<file path="src/rtl/bss_pkg.sv">
package bss_pkg;

    // State of the delay/arm tracker
    typedef struct packed {
        logic arm;
    } arm_st_t;

    // State of the B sweep gate
    typedef struct packed {
        logic gate;
        logic started;
    } gate_st_t;

endpackage

</file>
<file path="src/rtl/bss_arm.sv">
module bss_arm
    import bss_pkg::*;
(
    input  logic clk,
    input  logic srst,
    input  logic a_gate,
    input  logic dly_evt,
    input  logic b_trig,
    input  logic mode_run,
    input  logic started,
    output logic arm,
    output logic start
);
    arm_st_t st_d, st_q;
    logic    dly_hit;

    always_comb begin
        st_d    = st_q;
        dly_hit = a_gate & dly_evt & ~st_q.arm;
        // arm holds for the rest of the main sweep, dropped when it ends
        st_d.arm = a_gate & (st_q.arm | dly_evt);
        if (mode_run)
            start = a_gate & ~started & dly_hit;
        else
            start = a_gate & ~started & st_q.arm & b_trig;
        if (srst) st_d = '0;
    end

    always_ff @(posedge clk) begin
        st_q <= st_d;
    end

    assign arm = st_q.arm;
endmodule

</file>
<file path="src/rtl/bss_gate.sv">
module bss_gate
    import bss_pkg::*;
(
    input  logic clk,
    input  logic srst,
    input  logic a_gate,
    input  logic start,
    input  logic b_end,
    output logic gate,
    output logic gate_nxt,
    output logic started
);
    gate_st_t st_d, st_q;

    always_comb begin
        st_d         = st_q;
        st_d.gate    = a_gate & (start | (st_q.gate & ~b_end));
        st_d.started = a_gate & (st_q.started | start);
        if (srst) st_d = '0;
    end

    always_ff @(posedge clk) begin
        st_q <= st_d;
    end

    assign gate     = st_q.gate;
    assign gate_nxt = st_d.gate;
    assign started  = st_q.started;
endmodule

</file>
<file path="src/rtl/bss_refsel.sv">
module bss_refsel #(
    parameter int REF_COUNT = 2,
    localparam int REF_W = (REF_COUNT > 1) ? $clog2(REF_COUNT) : 1
) (
    input  logic             clk,
    input  logic             srst,
    input  logic             a_gate,
    input  logic             alt_en,
    output logic [REF_W-1:0] ref_sel
);
    localparam logic [REF_W-1:0] LAST = REF_W'(REF_COUNT - 1);

    typedef struct packed {
        logic [REF_W-1:0] sel;
        logic             a_prev;
    } ref_st_t;

    ref_st_t st_d, st_q;
    logic    a_fall;

    always_comb begin
        st_d        = st_q;
        a_fall      = st_q.a_prev & ~a_gate;
        st_d.a_prev = a_gate;
        if (!alt_en)
            st_d.sel = '0;
        else if (a_fall)
            st_d.sel = (st_q.sel == LAST) ? '0 : st_q.sel + 1'b1;
        if (srst) st_d = '0;
    end

    always_ff @(posedge clk) begin
        st_q <= st_d;
    end

    assign ref_sel = st_q.sel;
endmodule

</file>
<file path="src/rtl/bsweep_start_ctl.sv">
module bsweep_start_ctl #(
    parameter int REF_COUNT  = 2,
    parameter bit INTENS_REG = 1'b0,
    localparam int REF_W = (REF_COUNT > 1) ? $clog2(REF_COUNT) : 1
) (
    input  logic             clk,
    input  logic             srst,
    input  logic             a_gate,
    input  logic             dly_evt,
    input  logic             b_trig,
    input  logic             mode_run,
    input  logic             alt_en,
    input  logic             b_end,
    output logic             b_arm,
    output logic             b_gate,
    output logic [REF_W-1:0] ref_sel,
    output logic             intens
);
    logic start, started, gate_nxt;

    bss_arm u_arm (
        .clk(clk), .srst(srst), .a_gate(a_gate), .dly_evt(dly_evt),
        .b_trig(b_trig), .mode_run(mode_run), .started(started),
        .arm(b_arm), .start(start)
    );

    bss_gate u_gate (
        .clk(clk), .srst(srst), .a_gate(a_gate), .start(start),
        .b_end(b_end), .gate(b_gate), .gate_nxt(gate_nxt), .started(started)
    );

    bss_refsel #(.REF_COUNT(REF_COUNT)) u_ref (
        .clk(clk), .srst(srst), .a_gate(a_gate), .alt_en(alt_en),
        .ref_sel(ref_sel)
    );

    generate
        if (INTENS_REG) begin : g_int_reg
            logic int_d, int_q;
            always_comb int_d = srst ? 1'b0 : (a_gate & gate_nxt);
            always_ff @(posedge clk) int_q <= int_d;
            assign intens = int_q;
        end else begin : g_int_comb
            logic unused_nxt;
            assign unused_nxt = gate_nxt;
            assign intens = a_gate & b_gate;
        end
    endgenerate
endmodule

</file>
<file path="config.mk">
export PLATFORM = sky130hd
export DESIGN_NAME = bsweep_start_ctl
export DESIGN_NICKNAME = d
export VERILOG_FILES = /design/src/rtl/bss_pkg.sv /design/src/rtl/bss_arm.sv /design/src/rtl/bss_gate.sv /design/src/rtl/bss_refsel.sv /design/src/rtl/bsweep_start_ctl.sv
export SDC_FILE = /design/constraint.sdc
export NUM_CORES = 1
export LEC_CHECK = 0
export BUFFER_PORTS_ARGS = -buffer_cell sky130_fd_sc_hd__buf_2
export CAP_MARGIN = 20
export CORE_AREA = 4 4 41 43
export CTS_CLUSTER_SIZE = 25
export DETAILED_ROUTE_END_ITERATION = 16
export DIE_AREA = 0 0 45 47
export SLEW_MARGIN = 20
export SYNTH_ARGS = -nofsm -noshare
export SYNTH_HDL_FRONTEND = slang
export SYNTH_HIERARCHICAL = 1
export SYNTH_SLANG_ARGS = --single-unit
</file>
<file path="constraint.sdc">
create_clock -name clk -period 0.95 [get_ports clk]
set_input_delay 0.095 -clock clk [delete_from_list [all_inputs] [get_ports clk]]
set_output_delay 0.095 -clock clk [all_outputs]
set_load 0.01 [all_outputs]
</file>
* Yosys cells after proc, flatten, opt, wreduce, memory -nomap -nowiden
Index checks and enable logic that the tools add are counted. Widths: inputs -> output; s select.
Word-level totals: bits in registers 5, input port bits 8, output and inout bits 4, word-level logic and storage cells 29
Cells by class: add/subtract/negate cells 1, multiplexer cells 2, bitwise gates (word level) 20, reductions and logical operators 1
Operators with widths (count):
- $and 1x1->1 | 12
- $not 1->1 | 5
- $or 1x1->1 | 3
- $mux 1 | 2
- $reduce_or 2->1 | 1
- $add 1x1->1 const B | 1

* Depth between registers and ports, before layout
word-level depth 7, depth in mapped cells 4, depth with buffers taken out 4

* Cells and area by module
Netlist, hierarchy kept.
Modules (own cells, without submodules):
- bss_refsel | times used 1, cells each 6, area an instance 76.3 µm², seq. area each 40.0 µm²
- bss_gate | times used 1, cells each 8, area an instance 72.6 µm², seq. area each 40.0 µm²
- bss_arm | times used 1, cells each 7, area an instance 61.3 µm², seq. area each 20.0 µm²
- bsweep_start_ctl | times used 1, cells each 1, area an instance 6.3 µm², seq. area each 0.0 µm²

* Worst setup path after synthesis
No wires, ideal clock.
path kind register -> register, start point reg u_arm.st_q (netlist: u_arm/arm), end point reg u_gate.st_q (netlist bit u_gate/gate), setup time 0.066 ns, arrival 0.781 ns, data required time 0.884 ns, path slack 0.103 ns, cell stages (with the launch flop) 5, buffers on the path 0, period minus slack after synthesis 0.847 ns, path through dfxtp_1 nand3b_1 a21oi_2 inv_1 a21oi_2
On the way: cells in the longest elaborated chain, start to end 6, elaborated cells on any way between the ends 8, those cells by class mux: 1; bitwise: 7
Ends and longest elaborated chain:
- from (decl) | RTL line bss_arm.sv:14 | arm_st_t st_d, st_q;
- from (signal assigned) | RTL line bss_arm.sv:30 | st_q <= st_d;
- $not 1->1 | RTL line bss_arm.sv:19 | dly_hit = a_gate & dly_evt & ~st_q.arm;
- $and 1x1->1 | RTL line bss_arm.sv:19
- $and 1x1->1 | RTL line bss_arm.sv:23 | start = a_gate & ~started & dly_hit;
- $mux 1 * | RTL line bss_arm.sv:22 | if (mode_run)
- named net start | RTL line bsweep_start_ctl.sv:19 | logic start, started, gate_nxt;
- $or 1x1->1 * | RTL line bss_gate.sv:17 | st_d.gate = a_gate & (start | (st_q.gate & ~b_end));
- $and 1x1->1 * | RTL line bss_gate.sv:17
- to (signal assigned) | RTL line bss_gate.sv:23 | st_q <= st_d;
- to (decl) | RTL line bss_gate.sv:13 | gate_st_t st_d, st_q;
Mark *: on every way through the listed nets, which the timed path passes. The rest lies on a longest branch. A chain may end at the register's enable or synchronous reset.

* Final worst setup path
start point reg u_gate.st_q (netlist bit u_gate/gate), end point out intens
On the way: cells in the longest elaborated chain, start to end 1
Ends and longest elaborated chain:
- $and 1x1->1 | RTL line bsweep_start_ctl.sv:46 | assign intens = a_gate & b_gate;
- to (decl) | RTL line bsweep_start_ctl.sv:17 | output logic intens
No other way between the ends.

==> summary.txt <==
Outcome
  – Status: finished, final reports clean

Worst setup path
  – CP endpoint kind: output port
  – Worst Path Max Fanout: 3
  – Worst path required time: roughly 0.85 ns
  – Crit path kind: flip-flop to output port
  – Critical Path AT: 0.81 ns
  – CP startpoint kind: flip-flop

STA
  – Final period utilization: approximately 95%
  – # setup viols final: 0
  – Worst Tran Pin Value: about 0.17 ns
  – Max-Slew Margin vs Limit: about nine tenths
  – Fin crit period: around 0.91 ns
  – Maximum clock frequency: about 1.1 GHz
  – Setup TNS: 0 ns
  – Hold Fails Final Rpt: 0
  – Clock Skew: roughly 0.0053 ns
  – Final Max Tran Viols: 0
  – RSZ-0062 raised after global routing: no

Clocking
  – TritonCTS clock tree: done
  – CTS H-tree depth: 1
  – Clk sinks: 5
  – Clock-pin slew on the worst setup and hold paths: about 0.040 ns
  – Clock buffer count from CTS: 3
  – Setup bufs post-CTS: 0
  – Root buffer cell: clkbuf_4
  – Clk buf depth: 2
  – Worst skew pair latency: 0.25 ns
  – Post-CTS Hold Fix Bufs: 0

Finish
  – Final #Nets: 46
  – # diodes: 0
  – Multi-input gate area: around 110 um2
  – Fraction of layout cells with a size suffix above 1: between 50% and 60%
  – FILL cells: between 150 and 200
  – Util after Layout: approximately 24%
  – Area Overhead vs Synth: 46.82%
  – Sequential Area: a little over 100 um2

Yosys
  – Mapped Nets: 30
  – Netlist cell types: 12
  – Avg Cell Area, Syn: 9.839 um2
  – Gate Count Post-Synth: 22
  – Post-Syn Area: 216.5 um2
  – Post-synthesis sequential area ratio: ~46%
  – Synth warnings: 6
  – FF+latch count, synth: 5

Route
  – Initial DRC count: 2
  – Drt drc: 0
  – ANT nets after route: 0
  – Via/cell ratio: 3.635
  – Avg WL per Cell: ~7.8 um
  – Total number of vias: approximately 190
  – Pre-antenna DRT Iters: 4
  – DRT Wirelength: roughly 400 um

Die
  – Initial Util: 16.63%
  – Die area: 2115 um2
  – Die width: around 45 um
  – Row cnt: 13
  – Die height: ~47 um
  – Placeable Area: between 1000 and 1500 um2
  – Top-Level Pins: 12

GRT
  – Initial antenna violation count: 0
  – Gr usage total: under 10%
  – Vias in the first global route: 167
  – Largest net degree at the start of global routing: 7
  – Grt total ovfl: 0
  – First-pass GRT wire length: between 600 and 700 um

Power and ir drop
  – LEAKAGE: between 0.1 and 0.15 nW
  – Power Dens Cells: 1636 nW/um2
  – Max rail drop VDD: around 500 uV

Min path
  – Hold crit path type: input port to flip-flop

Placement
  – Port-buffer cells: 11
  – DPL Wire Length: approximately 320 um
  – Gpl congestion: 0.5633

Run
  – MaxCap Viol Count: 0
state kept, by name (all words and copies together) (netlist names):
| register | flops |
|---|---|
| u_ref/st_q | 1 |
| u_arm/arm | 1 |
| u_gate/started | 1 |
| u_gate/gate | 1 |
| u_ref/ref_sel | 1 |
cell usage after synthesis (all sizes together):
| cell type | count | area share (%) |
|---|---|---|
| dfxtp | 5 | 46 |
| nor3b | 2 | 9.2 |
| nor2 | 3 | 5.2 |
| nand3b | 2 | 6.9 |
| inv | 1 | 1.7 |
| nand2b | 3 | 8.7 |
| xnor2 | 1 | 4.0 |
| and2 | 1 | 2.9 |
| nor2b | 2 | 6.9 |
| a21oi | 2 | 8.1 |
metrics by stage:
step	hold WS (ns)	cell area, um2	total power, mW	worst slack [ns]	instances
2_1_floorplan	0.1645	216.5	0.2515	0.1030	22
3_3_place_gp	0.3173	290.3	0.2768	0.09593	48
3_5_place_dp	0.3151	290.3	0.2767	0.09713	48
4_1_cts	0.05068	316.6	0.5331	0.02573	52
5_1_grt	0.05938	317.8	0.5477	0.008127	52
6_report	0.05695	317.8	0.5198	0.04316	52
power breakdown:
group	internal, mW	total (mW)	leakage [nW]	switching [mW]
registers	0.218	0.222	0.0414	0.00369
logic	0.0280	0.0505	0.0794	0.0225
clock network	0.159	0.247	0.0150	0.0885
routing by layer:
metal	up-vias	track usage [%]	routed length [um]
met4	0	5.263	0
met1	75	5.251	184
met3	0	5.747	74
li1	102	-	-
met2	12	5.085	147
met5	-	0	0
path summary, 6_finish.rpt:
path | from | end | slack (ns) | depth (start not counted)
hold / removal | srst | u_ref/ref_sel | 0.06 | 2
setup reg to reg | u_arm/arm | u_gate/gate | 0.09 | 4
setup / recovery | u_gate/gate | intens | 0.04 | 2
hold reg to reg | u_gate/started | u_gate/started | 0.46 | 2
critical path, cell delays in order (launching register included):
cell,delay (ns)
dfxtp_2,0.31
and2_1,0.12
buf_2,0.13
area by class of cell:
type	instances	share of cell area (%)
multi-input combinational	16	35.43
tap	15	5.906
inverter	1	1.181
clock buffer	4	8.268
sequential	5	31.89
timing repair buffer	11	17.32
kinds of logic (layout without fill, tap and decap cells):
kind of cell	count (synthesis)	after routing	share of synthesized area (%)
flops	5	5	46.24
xor+xnor	1	1	4.047
compound gates	2	2	8.094
buf+inv	1	16	1.732
simple gates	13	13	39.89
timing repair:
item	in CTS	in global routing
endpoints found under the hold margin	0	0
setup endpoints to repair	0	1
resized for setup	0	1
cells in the final DEF, fill, tap and decap left out, types with 2 or more instances in the layout:
cell / Yosys / layout
a21oi_2: 2 / 2
buf_2: 0 / 11
clkbuf_4: 0 / 3
dfxtp_1: 5 / 4
nand2b_1: 3 / 3
nand3b_1: 2 / 2
nor2_1: 3 / 3
Note: power is estimated with default switching activity, not from simulation.
